File: src/rtl/clock_sel_pkg.sv
// Shared types for the clock-style victim selector.
package clock_sel_pkg;
    typedef enum logic {
        PH_IDLE = 1'b0,
        PH_SCAN = 1'b1
    } phase_e;
endpackage

File: src/rtl/ref_flags.sv
// ref_flags: one "recently used" flag per frame.
// Assumes at most one set and one clear request per cycle; a set wins
// over a clear aimed at the same frame.
module ref_flags #(
    parameter int N_FRAMES = 16,
    localparam int IDX_W = $clog2(N_FRAMES)
) (
    input  logic                clk,
    input  logic                rst_n,
    input  logic                set_en,
    input  logic [IDX_W-1:0]    set_idx,
    input  logic                clr_en,
    input  logic [IDX_W-1:0]    clr_idx,
    output logic [N_FRAMES-1:0] flags
);
    for (genvar g = 0; g < N_FRAMES; g++) begin : g_flag
        // Per-frame flag update: set has priority over clear.
        always_ff @(posedge clk) begin
            if (!rst_n)
                flags[g] <= 1'b0;
            else if (set_en && set_idx == IDX_W'(g))
                flags[g] <= 1'b1;
            else if (clr_en && clr_idx == IDX_W'(g))
                flags[g] <= 1'b0;
        end
    end

    // a colliding access and clear leaves the flag raised
    a_r5_set_wins: assert property (@(posedge clk) disable iff (!rst_n)
        (set_en && clr_en && set_idx == clr_idx) |=> flags[$past(set_idx)]);
    // a lone access raises its flag
    a_r5_access_sets: assert property (@(posedge clk) disable iff (!rst_n)
        set_en |=> flags[$past(set_idx)]);
endmodule

File: src/rtl/lead_hand.sv
// lead_hand: sweep controller. On an idle request it starts one frame past
// the resume point, lowers raised flags one frame per cycle, and stops on
// the first lowered flag, reporting it and storing it as the resume point.
// Assumes flags come from ref_flags with one cycle of write latency.
module lead_hand
    import clock_sel_pkg::*;
#(
    parameter int N_FRAMES = 16,
    localparam int IDX_W = $clog2(N_FRAMES)
) (
    input  logic                clk,
    input  logic                rst_n,
    input  logic                req,
    input  logic [N_FRAMES-1:0] flags,
    output logic                clr_en,
    output logic [IDX_W-1:0]    clr_idx,
    output logic                busy,
    output logic [IDX_W-1:0]    lead_pos,
    output logic                done,
    output logic [IDX_W-1:0]    victim_idx
);
    localparam logic [IDX_W-1:0] LAST = IDX_W'(N_FRAMES - 1);

    phase_e           phase_q;
    logic [IDX_W-1:0] hand_q;
    logic [IDX_W-1:0] last_q;
    logic             hit_set;

    function automatic logic [IDX_W-1:0] ring_next(input logic [IDX_W-1:0] p);
        return (p == LAST) ? '0 : p + 1'b1;
    endfunction

    // Decode the frame under the pointer.
    always_comb begin
        busy     = (phase_q == PH_SCAN);
        hit_set  = flags[hand_q];
        clr_en   = busy && hit_set;
        clr_idx  = hand_q;
        lead_pos = hand_q;
    end

    // Sweep state machine, pointer, resume point and victim report.
    always_ff @(posedge clk) begin
        if (!rst_n) begin
            phase_q    <= PH_IDLE;
            hand_q     <= '0;
            last_q     <= LAST;
            done       <= 1'b0;
            victim_idx <= '0;
        end else begin
            done <= 1'b0;
            if (phase_q == PH_IDLE) begin
                if (req) begin
                    phase_q <= PH_SCAN;
                    hand_q  <= ring_next(last_q);
                end
            end else if (hit_set) begin
                hand_q <= ring_next(hand_q);
            end else begin
                done       <= 1'b1;
                victim_idx <= hand_q;
                last_q     <= hand_q;
                phase_q    <= PH_IDLE;
            end
        end
    end

    // a sweep starts one past the resume point
    a_r2_start_after_last: assert property (@(posedge clk) disable iff (!rst_n)
        (!busy && req) |=> (busy && hand_q == ring_next($past(last_q))));
    // a raised flag advances the pointer by one frame
    a_r3_hand_step: assert property (@(posedge clk) disable iff (!rst_n)
        (busy && hit_set) |=> (busy && hand_q == ring_next($past(hand_q))));
    // the victim had a lowered flag when chosen
    a_r4_victim_was_clear: assert property (@(posedge clk) disable iff (!rst_n)
        done |-> (!$past(flags[hand_q]) && victim_idx == hand_q));
    // done is a single-cycle pulse
    a_r4_done_pulse: assert property (@(posedge clk) disable iff (!rst_n)
        done |=> !done);
    // a request mid-sweep does not move the pointer back
    a_r9_no_restart: assert property (@(posedge clk) disable iff (!rst_n)
        (busy && hit_set && req) |=> hand_q == ring_next($past(hand_q)));
endmodule

File: src/rtl/trail_hand.sv
// trail_hand: holds the trailing distance and, in two-pointer mode, reports
// the frame that distance behind the leading pointer when its flag is low.
// Assumes lead_pos and flags are the values seen by the sweep this cycle.
module trail_hand #(
    parameter int N_FRAMES = 16,
    localparam int IDX_W = $clog2(N_FRAMES)
) (
    input  logic                clk,
    input  logic                rst_n,
    input  logic                two_hand_en,
    input  logic                dist_we,
    input  logic [IDX_W-1:0]    dist_val,
    input  logic                busy,
    input  logic [IDX_W-1:0]    lead_pos,
    input  logic [N_FRAMES-1:0] flags,
    output logic                evict_valid,
    output logic [IDX_W-1:0]    evict_idx
);
    localparam logic [IDX_W:0] NW = (IDX_W + 1)'(N_FRAMES);

    logic [IDX_W-1:0] dist_q;
    logic [IDX_W:0]   raw_pos;
    logic [IDX_W-1:0] trail_pos;
    logic             dist_ok;

    // Trailing position = lead - distance modulo the ring size.
    always_comb begin
        raw_pos   = {1'b0, lead_pos} + NW - {1'b0, dist_q};
        trail_pos = (raw_pos >= NW) ? IDX_W'(raw_pos - NW) : IDX_W'(raw_pos);
        dist_ok   = (dist_val != '0) && ({1'b0, dist_val} < NW);
    end

    // Distance register: only in-range, non-zero values are taken.
    always_ff @(posedge clk) begin
        if (!rst_n)
            dist_q <= IDX_W'(1);
        else if (dist_we && dist_ok)
            dist_q <= dist_val;
    end

    // Candidate report, one clock after the sweep cycle.
    always_ff @(posedge clk) begin
        if (!rst_n) begin
            evict_valid <= 1'b0;
            evict_idx   <= '0;
        end else begin
            evict_valid <= two_hand_en && busy && !flags[trail_pos];
            evict_idx   <= trail_pos;
        end
    end

    // the distance never leaves 1..N-1
    a_r8_dist_range: assert property (@(posedge clk) disable iff (!rst_n)
        (dist_q != '0) && ({1'b0, dist_q} < NW));
    // reports only follow a two-pointer sweep cycle
    a_r6_only_in_mode: assert property (@(posedge clk) disable iff (!rst_n)
        evict_valid |-> $past(two_hand_en && busy));
    // a reported frame had a lowered flag
    a_r6_reported_clear: assert property (@(posedge clk) disable iff (!rst_n)
        evict_valid |-> !$past(flags[trail_pos]));
endmodule

File: src/rtl/clock_victim_sel.sv
// clock_victim_sel: top of the clock-style victim selector. Joins the flag
// array, the leading sweep pointer and the optional trailing pointer.
// Assumes one access per cycle and that req is held or pulsed while idle.
module clock_victim_sel #(
    parameter int N_FRAMES = 16,
    localparam int IDX_W = $clog2(N_FRAMES)
) (
    input  logic             clk,
    input  logic             rst_n,
    input  logic             acc_valid,
    input  logic [IDX_W-1:0] acc_idx,
    input  logic             req,
    input  logic             two_hand_en,
    input  logic             dist_we,
    input  logic [IDX_W-1:0] dist_val,
    output logic             busy,
    output logic             done,
    output logic [IDX_W-1:0] victim_idx,
    output logic             evict_valid,
    output logic [IDX_W-1:0] evict_idx
);
    logic [N_FRAMES-1:0] flags;
    logic                clr_en;
    logic [IDX_W-1:0]    clr_idx;
    logic [IDX_W-1:0]    lead_pos;

    ref_flags #(.N_FRAMES(N_FRAMES)) u_flags (
        .clk(clk), .rst_n(rst_n),
        .set_en(acc_valid), .set_idx(acc_idx),
        .clr_en(clr_en), .clr_idx(clr_idx),
        .flags(flags)
    );

    lead_hand #(.N_FRAMES(N_FRAMES)) u_lead (
        .clk(clk), .rst_n(rst_n), .req(req), .flags(flags),
        .clr_en(clr_en), .clr_idx(clr_idx), .busy(busy),
        .lead_pos(lead_pos), .done(done), .victim_idx(victim_idx)
    );

    trail_hand #(.N_FRAMES(N_FRAMES)) u_trail (
        .clk(clk), .rst_n(rst_n), .two_hand_en(two_hand_en),
        .dist_we(dist_we), .dist_val(dist_val), .busy(busy),
        .lead_pos(lead_pos), .flags(flags),
        .evict_valid(evict_valid), .evict_idx(evict_idx)
    );

    // nothing is reported in the cycle after reset
    a_r1_quiet_after_reset: assert property (@(posedge clk)
        !rst_n |=> (!busy && !done && !evict_valid));
endmodule

File: config.mk
export PLATFORM = sky130hd
export DESIGN_NAME = clock_victim_sel
export DESIGN_NICKNAME = d
export VERILOG_FILES = /design/src/rtl/clock_sel_pkg.sv /design/src/rtl/ref_flags.sv /design/src/rtl/lead_hand.sv /design/src/rtl/trail_hand.sv /design/src/rtl/clock_victim_sel.sv
export SDC_FILE = /design/constraint.sdc
export NUM_CORES = 1
export LEC_CHECK = 0
export ABC_AREA = 1
export CAP_MARGIN = 5
export CORE_UTILIZATION = 51
export CTS_CLUSTER_SIZE = 20
export DETAILED_ROUTE_END_ITERATION = 10
export GPL_TIMING_DRIVEN = 0
export PLACE_DENSITY = 0.82
export SLEW_MARGIN = 20
export SYNTH_ARGS = -nofsm -noshare
export SYNTH_HDL_FRONTEND = slang
export SYNTH_SLANG_ARGS = --single-unit
export TNS_END_PERCENT = 100
File: constraint.sdc
create_clock -name clk -period 1.82 [get_ports clk]
set_input_delay 0.455 -clock clk [delete_from_list [all_inputs] [get_ports clk]]
set_output_delay 0.455 -clock clk [all_outputs]
set_load 0.01 [all_outputs]
==> results_dict.tcl <==
set metrics [dict create \
    fin_crit_ps 1920 \
    gp_congestion 0.967 \
    crit_top_cell "a21oi_2" \
    final_cells 429 \
    ir_drop_mv 0.644 \
    synthArstFlopShare 0 \
    antenna_found_initial 0 \
    ys_top_cells_by_count "nand2_1 (82), dfxtp_1 (39), inv_1 (39)" \
    rsz0062_at_grt "true" \
    arrival_ps 2100 \
    hold_violations 0 \
    max_stage_delay_ps 470 \
    synth_edf_count 0 \
    syn_avg_cell_area_sq_um 6.75 \
    critPathLaunchType "register" \
    final_design_area_no_fill_sq_um 2870 \
    area_growth_pct 24.9 \
    clk_latency_ps 300 \
    skew_ps 12.3 \
    yosys-top-cells-area "dfxtp_1 (34%), nand2_1 (13%), a21oi_1 (8.3%)" \
    dpl-instance-area_sq_um 2620 \
    grt_max_degree 14 \
    dr.pass1.iters 5 \
    critPathBufInv 3 \
    synth_flop_cell "dfxtp_1" \
    ff_latch_area_sq_um 788 \
    crit_type "reg2reg" \
    r2r_slack_ps -100 \
    total_power_uw 3070 \
    clk_pin_slew_ps 90 \
    drt-total-wl_um 5820 \
    overflow 0 \
    tightest_slew_ps 607 \
    antenna_cells 0 \
    cts_max_level 2 \
    initial_core_util 0.531 \
    clk_path_buf_depth 2 \
    maxSlewViolCount 0 \
    post_drt_wl_per_cell_um 13.6 \
    core_sq_um 4320 \
    dp_hpwl_um 4160 \
    seq_area_frac_synth 0.340 \
    max_freq_mhz 521 \
    viasPerCell 5.41 \
    status "finished with violations" \
    utilization 0.663 \
    fp-row-count 24 \
    ant_nets 0 \
    layout-drive-gt1-share 0.156 \
    path_max_fanout 4 \
    worst_slack_ps -97.6 \
    route.vias.total 2321 \
    syn-num-nets 363 \
    period_share 1.05 \
    synth_top_area_frac 0.340 \
    holdBufCountCts 0 \
    synth_top_area_cell "dfxtp_1" \
    violations "setup timing" \
    nets 399 \
    die_h_um 69.1 \
    power.leakage_uw 0.00119 \
    powerDensity_nw_per_um2 1070 \
    crit_chain "inv_8, ha_4, inv_2, fa_2, buf_6, a21oi_2, o21ai_1, a21o_1, a21oi_2, nor3_2" \
    cts_tree "built" \
    route.detailed.drc 0 \
    synth_seq_cells 39 \
    worstPathRequired_ps 2010 \
    dieWidth_um 69.1 \
    placedCellCount 416 \
    die_area_sq_um 4770 \
    synth.most_common_cell "nand2_1" \
    yosys_warnings 0 \
    io-pin-count 25 \
    cap_violations 0 \
    fillCellCount 392 \
    multi_input_area_sq_um 1320 \
    clock-root-buffer "clkbuf_8" \
    synth.distinct_cells 30 \
    grt_pass1_wl_um 9140 \
    slowest_stage "fa_2" \
    syn_area_sq_um 2290 \
    cts_buffers 5 \
    grt_pass1_vias 1995 \
    path_delay_family "adder cells" \
    end_kind "register" \
    hold_path.class "reg2reg" \
    max_slew_margin 0.595 \
    clock_sinks 39 \
    drtIter0Drc 162 \
    syn_inst 340 \
    finalSetupViolations 1 \
    io_buffers 24 \
    grtUsageTotal 0.238 \
    tns_ps -97.6 \
]
## worst paths after layout
path,start,endpoint,cells past startpoint
setup / recovery,u_lead.clr_idx[0],u_trail.evict_valid,10
hold / removal,u_flags.flags[11],u_flags.flags[11],2
setup reg to reg,u_lead.clr_idx[0],u_trail.evict_valid,10
hold reg to reg,u_flags.flags[11],u_flags.flags[11],2
## kinds of logic (layout without fill, tap and decap cells)
kind of cell             Yosys count  in the layout  share of synthesized area
flip-flops                        39             39                      0.340
buffers and inverters             58             95                      0.109
AND/OR/NAND/NOR                  171            171                      0.344
AO/OA/AOI/OAI                     57             57                      0.132
adder cells (fa/ha/maj)            9              9                     0.0523
XOR/XNOR                           6              6                     0.0229
## state kept, by name, summed over array words and instances, names as in the netlist
| name | cells |
|---|---|
| u_lead.victim_idx | 4 |
| u_flags.flags | 16 |
| u_trail.evict_idx | 4 |
| u_trail.dist_q | 4 |
| u_lead.last_q | 4 |
| u_trail.evict_valid | 1 |
| u_lead.done | 1 |
| u_lead.clr_idx | 4 |
| u_lead.busy | 1 |
## area by class of cell
| cell class | count | area share |
|---|---|---|
| multi-input combinational | 243 | 0.459 |
| sequential | 39 | 0.275 |
| timing repair buffer | 30 | 0.107 |
| inverter | 46 | 0.0646 |
| clock buffer | 5 | 0.0240 |
| clock inverter | 3 | 0.0236 |
| buffer | 11 | 0.0236 |
| tap | 52 | 0.0227 |
## layout by cell type, fill, tap and decap left out, types with 2 or more instances in the layout
master,instances
buf_2,3
nand2_2,2
dfxtp_2,3
o21ai_1,4
clkbuf_8,5
inv_2,4
nor2_1,34
nand2_1,81
nand3b_1,2
o21ai_0,9
ha_1,7
clkinv_2,2
inv_1,37
dfxtp_1,35
bufinv_16,2
nand3_1,36
a21oi_1,32
buf_6,2
clkbuf_1,5
a21oi_2,8
xor2_1,4
nand3_2,10
buf_4,5
clkdlybuf4s50_1,24
## per-layer routing
layer	GRT usage	wire length [um]
met1	0.321	2600
met3	0.0395	356
met2	0.376	2750
met4	0.0952	110
met5	0	0
## worst min-delay path, stage by stage (launching register included)
cell     delay (ps)
dfxtp_1         310
nand2_1          60
a21oi_1          50
## where the power goes
group,internal [uW],switching (uW),leakage (uW)
combinational,508,676,0.000807
sequential,943,83.3,0.000321
clock,547,316,0.0000644
## timing repair
item,4_1_cts,5_1_grt
gates cloned,0,1
pin swaps,6,9
setup endpoints to repair,2,11
buffers inserted,4,1
gates resized for setup,9,12
## per-stage QoR
step	hold slack, ps	setup slack (ps)
finish	463	-97.6
global route	480	-144
CTS	465	-61.4
detailed placement	453	-206
global placement	450	-188
floorplan	439	11.3
No activity file was read; power rests on OpenSTA's default activity.
